--- src/rtl/br_pkg.sv ---
package br_pkg;
    localparam int OPW       = 6;
    localparam int RIDX      = 5;
    localparam int OFFW      = 16;
    localparam logic [OPW-1:0] OP_BR_ZERO    = 6'h04;
    localparam logic [OPW-1:0] OP_BR_NONZERO = 6'h05;

    // bit positions inside the instruction word
    localparam int OP_LSB     = 26;
    localparam int RS_LSB     = 21;
    localparam int CANCEL_BIT = 20;
    localparam int PRED_BIT   = 19;

    typedef enum logic [1:0] {
        ST_DECODE    = 2'd0,
        ST_HOLD      = 2'd1,
        ST_SLOT_KEEP = 2'd2,
        ST_SLOT_KILL = 2'd3
    } br_state_e;

    typedef struct packed {
        logic            is_br;
        logic            is_zero_test;
        logic [RIDX-1:0] rs;
        logic            cancel;
        logic            pred;
        logic [OFFW-1:0] off;
    } br_fields_t;
endpackage

--- src/rtl/br_field_decode.sv ---
module br_field_decode
    import br_pkg::*;
#(
    parameter int XLEN      = 32,
    parameter bit ZERO_HARD = 1'b1
) (
    input  logic            valid_i,
    input  logic [XLEN-1:0] instr_i,
    input  logic [RIDX-1:0] ex_dst_i,
    input  logic            ex_we_i,
    output br_fields_t      fld_o,
    output logic            hazard_o
);
    logic [OPW-1:0] opcode;
    logic           dep;

    always_comb begin
        opcode              = instr_i[OP_LSB +: OPW];
        fld_o.is_br         = valid_i && (opcode == OP_BR_ZERO || opcode == OP_BR_NONZERO);
        fld_o.is_zero_test  = (opcode == OP_BR_ZERO);
        fld_o.rs            = instr_i[RS_LSB +: RIDX];
        fld_o.cancel        = instr_i[CANCEL_BIT];
        fld_o.pred          = instr_i[PRED_BIT];
        fld_o.off           = instr_i[OFFW-1:0];
    end

    generate
        if (ZERO_HARD) begin : g_r0_const
            assign dep = ex_we_i && (ex_dst_i == fld_o.rs) && (fld_o.rs != '0);
        end else begin : g_r0_plain
            assign dep = ex_we_i && (ex_dst_i == fld_o.rs);
        end
    endgenerate

    assign hazard_o = fld_o.is_br && dep;
endmodule

--- src/rtl/br_addr_calc.sv ---
module br_addr_calc
    import br_pkg::*;
#(
    parameter int XLEN  = 32,
    parameter int SHAMT = 2
) (
    input  logic [XLEN-1:0] pc4_i,
    input  logic [OFFW-1:0] off_i,
    output logic [XLEN-1:0] target_o,
    output logic [XLEN-1:0] fall_o
);
    localparam int EXTW = XLEN - OFFW - SHAMT;
    localparam logic [XLEN-1:0] SLOT_STEP = XLEN'(4);

    logic [XLEN-1:0] disp;

    assign disp     = {{EXTW{off_i[OFFW-1]}}, off_i, {SHAMT{1'b0}}};
    assign target_o = pc4_i + disp;
    assign fall_o   = pc4_i + SLOT_STEP;
endmodule

--- src/rtl/br_cond_eval.sv ---
module br_cond_eval #(
    parameter int XLEN = 32,
    parameter int LANE = 8
) (
    input  logic [XLEN-1:0] val_i,
    input  logic            zero_test_i,
    output logic            taken_o
);
    localparam int NLANE = (XLEN + LANE - 1) / LANE;
    localparam int PADW  = NLANE * LANE;

    logic [PADW-1:0]  padded;
    logic [NLANE-1:0] lane_any;
    logic             is_zero;

    assign padded = PADW'(val_i);

    genvar g;
    generate
        for (g = 0; g < NLANE; g++) begin : g_lane
            assign lane_any[g] = |padded[g*LANE +: LANE];
        end
    endgenerate

    assign is_zero = ~|lane_any;
    assign taken_o = zero_test_i ? is_zero : ~is_zero;
endmodule

--- src/rtl/br_slot_fsm.sv ---
module br_slot_fsm
    import br_pkg::*;
(
    input  logic clk,
    input  logic rst_n,
    input  logic is_br_i,
    input  logic hazard_i,
    input  logic taken_i,
    input  logic cancel_i,
    input  logic pred_i,
    output logic stall_o,
    output logic resolve_o,
    output logic squash_o
);
    br_state_e state_q, state_d;
    logic      miss;

    assign miss = cancel_i && (taken_i != pred_i);

    always_ff @(posedge clk or negedge rst_n) begin
        if (!rst_n) state_q <= ST_DECODE;
        else        state_q <= state_d;
    end

    always_comb begin
        state_d   = state_q;
        stall_o   = 1'b0;
        resolve_o = 1'b0;
        squash_o  = 1'b0;
        unique case (state_q)
            ST_DECODE: begin
                if (is_br_i && hazard_i) begin
                    stall_o = 1'b1;
                    state_d = ST_HOLD;
                end else if (is_br_i) begin
                    resolve_o = 1'b1;
                    state_d   = miss ? ST_SLOT_KILL : ST_SLOT_KEEP;
                end
            end
            ST_HOLD: begin
                if (is_br_i) begin
                    resolve_o = 1'b1;
                    state_d   = miss ? ST_SLOT_KILL : ST_SLOT_KEEP;
                end else begin
                    state_d = ST_DECODE;
                end
            end
            ST_SLOT_KEEP: state_d = ST_DECODE;
            ST_SLOT_KILL: begin
                squash_o = 1'b1;
                state_d  = ST_DECODE;
            end
        endcase
    end


    stall_once_chk: assert property (@(posedge clk) disable iff (!rst_n)
        stall_o |=> !stall_o);

    stall_excl_chk: assert property (@(posedge clk) disable iff (!rst_n)
        $onehot0({stall_o, resolve_o, squash_o}));

    cancel_miss_chk: assert property (@(posedge clk) disable iff (!rst_n)
        (resolve_o && miss) |=> squash_o);

    no_cancel_keep_chk: assert property (@(posedge clk) disable iff (!rst_n)
        (resolve_o && !cancel_i) |=> !squash_o);

    slot_no_resolve_chk: assert property (@(posedge clk) disable iff (!rst_n)
        resolve_o |=> !resolve_o);
endmodule

--- src/rtl/branch_resolve_id.sv ---
module branch_resolve_id
    import br_pkg::*;
#(
    parameter int XLEN = 32
) (
    input  logic            clk,
    input  logic            rst_n,
    input  logic            id_valid,
    input  logic [XLEN-1:0] id_instr,
    input  logic [XLEN-1:0] id_pc4,
    input  logic [XLEN-1:0] id_rs_val,
    input  logic            id_reg_we,
    input  logic            id_mem_we,
    input  logic [RIDX-1:0] ex_dst,
    input  logic            ex_reg_we,
    output logic            pc_sel,
    output logic [XLEN-1:0] br_target,
    output logic [XLEN-1:0] fall_pc,
    output logic            br_resolve,
    output logic            stall,
    output logic            squash,
    output logic            idex_reg_we,
    output logic            idex_mem_we
);
    br_fields_t fld;
    logic       hazard;
    logic       taken;

    br_field_decode #(.XLEN(XLEN), .ZERO_HARD(1'b1)) u_dec (
        .valid_i  (id_valid),
        .instr_i  (id_instr),
        .ex_dst_i (ex_dst),
        .ex_we_i  (ex_reg_we),
        .fld_o    (fld),
        .hazard_o (hazard)
    );

    br_addr_calc #(.XLEN(XLEN), .SHAMT(2)) u_adder (
        .pc4_i    (id_pc4),
        .off_i    (fld.off),
        .target_o (br_target),
        .fall_o   (fall_pc)
    );

    br_cond_eval #(.XLEN(XLEN), .LANE(8)) u_cond (
        .val_i       (id_rs_val),
        .zero_test_i (fld.is_zero_test),
        .taken_o     (taken)
    );

    br_slot_fsm u_fsm (
        .clk       (clk),
        .rst_n     (rst_n),
        .is_br_i   (fld.is_br),
        .hazard_i  (hazard),
        .taken_i   (taken),
        .cancel_i  (fld.cancel),
        .pred_i    (fld.pred),
        .stall_o   (stall),
        .resolve_o (br_resolve),
        .squash_o  (squash)
    );

    assign pc_sel      = br_resolve && taken;
    assign idex_reg_we = id_reg_we && !squash && !stall;
    assign idex_mem_we = id_mem_we && !squash && !stall;


    squash_gate_chk: assert property (@(posedge clk) disable iff (!rst_n)
        squash |-> (!idex_reg_we && !idex_mem_we));

    sel_needs_resolve_chk: assert property (@(posedge clk) disable iff (!rst_n)
        pc_sel |-> br_resolve);
endmodule

--- config.mk ---
export PLATFORM = sky130hd
export DESIGN_NAME = branch_resolve_id
export DESIGN_NICKNAME = d
export VERILOG_FILES = /design/src/rtl/br_pkg.sv /design/src/rtl/br_field_decode.sv /design/src/rtl/br_addr_calc.sv /design/src/rtl/br_cond_eval.sv /design/src/rtl/br_slot_fsm.sv /design/src/rtl/branch_resolve_id.sv
export SDC_FILE = /design/constraint.sdc
export NUM_CORES = 1
export LEC_CHECK = 0
export ABC_CLOCK_PERIOD_IN_PS = 3580
export CELL_PAD_IN_SITES_DETAIL_PLACEMENT = 1
export CELL_PAD_IN_SITES_GLOBAL_PLACEMENT = 2
export CORE_MARGIN = 10
export CORE_UTILIZATION = 18
export DETAILED_ROUTE_END_ITERATION = 10
export GPL_TIMING_DRIVEN = 0
export PLACE_DENSITY_LB_ADDON = 0.25
export SYNTH_ARGS = -nofsm -noshare
export SYNTH_HDL_FRONTEND = slang
export SYNTH_SLANG_ARGS = --single-unit
export TNS_END_PERCENT = 10
--- constraint.sdc ---
create_clock -name clk -period 3.58 [get_ports clk]
set_input_delay 0.716 -clock clk [delete_from_list [all_inputs] [get_ports clk]]
set_output_delay 0.716 -clock clk [all_outputs]
set_load 0.02 [all_outputs]
Word-level counts from Yosys, hierarchy flattened
Cells that the tools add are included.

Flip-flop bits (word level): 2. Output and inout port bits: 70. Word-level logic and storage cells: 42.

Add/subtract/negate cells: 2. Equal/unequal tests: 8. Mux-type cells: 12. Reductions and logical operators: 19.

Operators by type and width (count): 32-bit by 3-bit adder with 32-bit output (second input constant) (1); 32-bit adder (1); 32-bit OR reduction (1); 6-bit by 3-bit == test with 1-bit output (second input constant) (2); 1-bit logical AND (11); 1-bit two-way mux (7); 2-bit two-way mux (3); 2-bit case mux with 3 select lines (1); 5-bit == test (1); 5-bit nonzero test (1); 2-bit == test (second input constant) (2); 1-bit zero test (3); 3-bit by 1-bit != test with 1-bit output (second input constant) (1); 2-bit by 1-bit == test with 1-bit output (second input constant) (1); 2-bit zero test (1); 1-bit case mux with 2 select lines (1); 2-bit OR reduction (1); 1-bit logical OR (1); 1-bit != test (1).

Longest topological paths before layout
Gate-level depths: netlist of run 1.

Word-level depth: 9. Mapped depth: 9. Mapped depth without buffers: 9.

Modules after synthesis
From an unflattened synthesis of run 1, not the netlist that was laid out.

Cells, all modules: 360. Area, all modules: 2587.5 um2.

By module, submodules not included: br_addr_calc (instances 1, cells an instance 298, area each 2099.5 um2, sequential area each 0.0 um2); br_field_decode (instances 1, cells an instance 37, area each 274.0 um2, sequential area each 0.0 um2); br_slot_fsm (instances 1, cells an instance 10, area each 111.4 um2, sequential area each 50.0 um2); br_cond_eval (instances 1, cells an instance 12, area each 81.3 um2, sequential area each 0.0 um2); branch_resolve_id (instances 1, cells an instance 3, area each 21.3 um2, sequential area each 0.0 um2).

Worst setup path after synthesis of run 1
OpenSTA, ideal clock, no wires.

Kind: input port to output port. Start: input id_instr[0]. End: output br_target[28]. Arrival time: 2.700 ns. Path slack: 0.164 ns. Stages on the path: 9. Buffers on the path: 0. Path through: ha_1 inv_1 fa_1 nand2b_1 a211oi_1 o2111ai_1 nand3b_4 a311oi_1 a211oi_1.

Cells in the longest elaborated chain, start to end: 1.

RTL lines: start, declared (RTL line branch_resolve_id.sv:9) `input logic [XLEN-1:0] id_instr,`; 32-bit adder (RTL line br_addr_calc.sv:18) `assign target_o = pc4_i + disp;`; end, declared (RTL line branch_resolve_id.sv:17) `output logic [XLEN-1:0] br_target,`.

No other way between the ends.

Worst setup path after layout of run 1
Start: input id_pc4[22]. End: output br_target[31].

Cells in the longest elaborated chain, start to end: 1.

RTL lines: start, declared (RTL line branch_resolve_id.sv:10) `input logic [XLEN-1:0] id_pc4,`; 32-bit adder (RTL line br_addr_calc.sv:18).

No other way between the ends.

==> flow_summary_export.csv, run 1 <==
group,metric,value,unit
synth,syn_area,2670,um2
synth,synth-async-reset-ratio,100,%
timing,finalSetupViolations,0,
synth,syn_area_per_cell,7.03,um2
timing,tightest_slew,0.399,ns
worst_hold_path,min_path_type,"reg2reg",
timing,rsz0062_at_grt,"true",
floorplanning,die_area,20100,um2
clock_network,htree_levels,1,
routing,drc,0,
place,place_congestion,0.816,
worst_setup_path,cp-startpoint,"id_pc4[22]",
layout,reg_top3,"u_fsm.state_q: 2 flops",
worst_setup_path,crit_path_top_delay_cell,"dlygate4sd2_1",
clock_network,numCtsBuffers,3,
routing,met2_length,6.55,mm
synth,syn-num-nets,517,
outcome,status,"complete, no violations",
worst_setup_path,r2r-start,"u_fsm.state_q[0]$_DFFE_PN0P_",
synth,synthFlopType,"dfrtp_1",
layout,largest_reg_flops,2,
power,pwr_density_cell,213,nW/um2
synth,synth_top_area_share,14.1,%
layout,fin_nets,707,
place,dpl_cell_area,4610,um2
clock_network,cts_buffer_depth,2,
synth,ys_seq_area_share,1.88,%
routing,antenna_left,0,
floorplanning,die_h,142,um
clock_network,clk_latency,0.23,ns
worst_setup_path,cp.required,2.86,ns
timing,hold_ws,0.621,ns
routing,drt_iter0_markers,113,
routing,top_layer,"met4",
power,power,1.11,mW
timing,layout_worst_path_cycle_share,99.3,%
synth,ys_types,62,
global_route,grt_pass1_vias,3964,
worst_setup_path,start_kind,"input pin",
synth,yosysWarnings,0,
power,vdd_drop_max,157,uV
layout,fill_cells,1775,
timing,fmax,0.281,GHz
layout,design_area,5190,um2
timing,relSlewSlack,73.4,%
routing,avgRoutedWirePerCell,18.1,um
clock_network,clock_sinks,2,
layout,final_core_util,35.7,%
timing,slew_violations,0,
worst_setup_path,r2r_slack,2.32,ns
routing,dr.pass1.iters,4,
worst_setup_path,crit_type,"in2out",
layout,drive_gt1_share,23.8,%
global_route,grt_overflow,0,
routing,routed-wl-met3,1.31,mm
worst_setup_path,path_cells,"dlygate4sd2_1 -> ha_1 -> buf_4 -> and3_2 -> nand2_1 -> nor3_2 -> o211ai_1 -> and4_1 -> nor3_2 -> buf_4",
timing,fin_crit,3.56,ns
clock_network,path_clk_slew,0.03,ns
global_route,grt_pass1_wl,21.4,mm
layout,mostFrequentLayoutCells,"clkdlybuf4s50_1 (89), dlygate4sd2_1 (44), nand2_1 (40), xnor2_1 (33), buf_4 (31)",
place,io_buffers,171,
routing,dr_total_vias,3588,
clock_network,cts-root-buf,"clkbuf_16",
place,dp_hpwl,11.5,mm
routing,met1_length,5.67,mm
global_route,antenna_found_initial,2,
floorplanning,start_util,18.3,%
layout,max_flop_register,"u_fsm.state_q",
floorplanning,io_pins,177,
worst_setup_path,cpPeakStageDelay,0.30,ns
timing,finClkSkew,0.00275,ns
synth,synth_area_leaders,"ha_1 (14%), xnor2_1 (11%), xor2_1 (7.6%)",
worst_hold_path,hp-start,"u_fsm.state_q[1]$_DFFE_PN0P_",
global_route,grt_max_degree,16,
clock_network,cts_tree,"yes",
flow_run,maxCapViolCount,0,
power,p_leak,2.19,nW
global_route,grt_usage,12.8,%
layout,mostFrequentLayoutCell,"clkdlybuf4s50_1",
timing,hold_viol,0,
worst_setup_path,worst_setup_path_end_kind,"primary output",
synth,synth_edf_count,0,
worst_setup_path,arrival,2.84,ns
floorplanning,core,14500,um2
synth,ys_ff_latch,2,
worst_setup_path,cp_max_fo,9,
synth,synth_cells,379,
floorplanning,core.rowCount,44,
layout,area_delta_synth_final,94.9,%
routing,via_per_inst,4.76,
routing,wl,13.6,mm
synth,synth_largest_area_cell,"ha_1",
floorplanning,fp.dieW,142,um
==> cells in the mapped netlist (8+ instances only) <==
cell and n:
xnor2_1 33, and2_1 8, xor2_1 23, inv_1 9, nor2_1 33, a21oi_1 31
nor4_1 10, ha_1 30, and3_1 13, o21ai_0 12, nand3_1 21, a21o_1 9
nand2_1 42
==> worst max-delay path: cells and delay by family <==
| family | cells | cell delay, ns |
|---|---|---|
| fa+ha+maj | 1 | 0.30 |
| simple gates | 5 | 1.00 |
| buf+inv | 3 | 0.63 |
| compound gates | 1 | 0.20 |
==> cell families after synthesis <==
| family | Yosys count | synth area share, % |
|---|---|---|
| AO/OA/AOI/OAI | 94 | 23.8 |
| XOR/XNOR | 57 | 19.2 |
| adder cells (fa/ha/maj) | 31 | 14.8 |
| buffers and inverters | 21 | 4.23 |
| flip-flops | 2 | 1.88 |
| multiplexers | 4 | 1.50 |
| AND/OR/NAND/NOR | 170 | 34.5 |
==> power breakdown <==
part           switching (mW)  internal (mW)
combinational           0.478          0.435
clock                  0.0296          0.142
sequential          0.0000852         0.0229
==> worst paths after layout <==
path / end / cells after the start
setup / recovery: br_target[31] / 10
hold reg to reg: u_fsm.state_q[0]$_DFFE_PN0P_ / 2
max in group asynchronous: u_fsm.state_q[0]$_DFFE_PN0P_ / 1
hold / removal: u_fsm.state_q[0]$_DFFE_PN0P_ / 2
setup reg to reg: u_fsm.state_q[1]$_DFFE_PN0P_ / 3
min in group asynchronous: u_fsm.state_q[1]$_DFFE_PN0P_ / 1
==> final cells by class <==
| cell class | instances | area, um2 | share of cell area, % |
|---|---|---|---|
| Clock buffer | 3 | 75.1 | 1.45 |
| Timing Repair Buffer | 187 | 1740 | 33.5 |
| Inverter | 9 | 33.8 | 0.650 |
| Buffer | 10 | 82.6 | 1.59 |
| Sequential cell | 2 | 50.0 | 0.964 |
| Multi-Input combinational cell | 356 | 2980 | 57.3 |
| Antenna cell | 2 | 5.00 | 0.0964 |
| Tap cell | 184 | 230 | 4.43 |
==> per-stage QoR <==
step                      setup TNS (ns)  setup slack [ns]  std cells
after floorplan                        0             0.164        379
after global placement            -28.92             -1.29        734
after detailed placement          -29.20             -1.29        734
after CTS                          -1.25            -0.229        750
after global routing              -0.760            -0.114        752
final                                  0            0.0235        753
==> layer usage <==
layer	vias up	track usage [%]
met3	7	4.97
met1	1695	15.1
met2	110	22.4
li1	1776	-
met5	-	0
met4	0	0.968
==> what timing repair did <==
| action | in CTS | in global routing |
|---|---|---|
| hold buffers | 0 | 0 |
| setup buffers | 15 | 1 |
| endpoints found under the setup margin | 48 | 32 |
| pin swaps | 32 | 11 |
| resized for setup | 212 | 58 |
(Power assumes the default switching activity.)
==> run 2: changes to the inputs <==
CTS_CLUSTER_DIAMETER = 150   (was default)
==> results of run 2 <==
Final layout, timing and power as in run 1 (identical DEF).
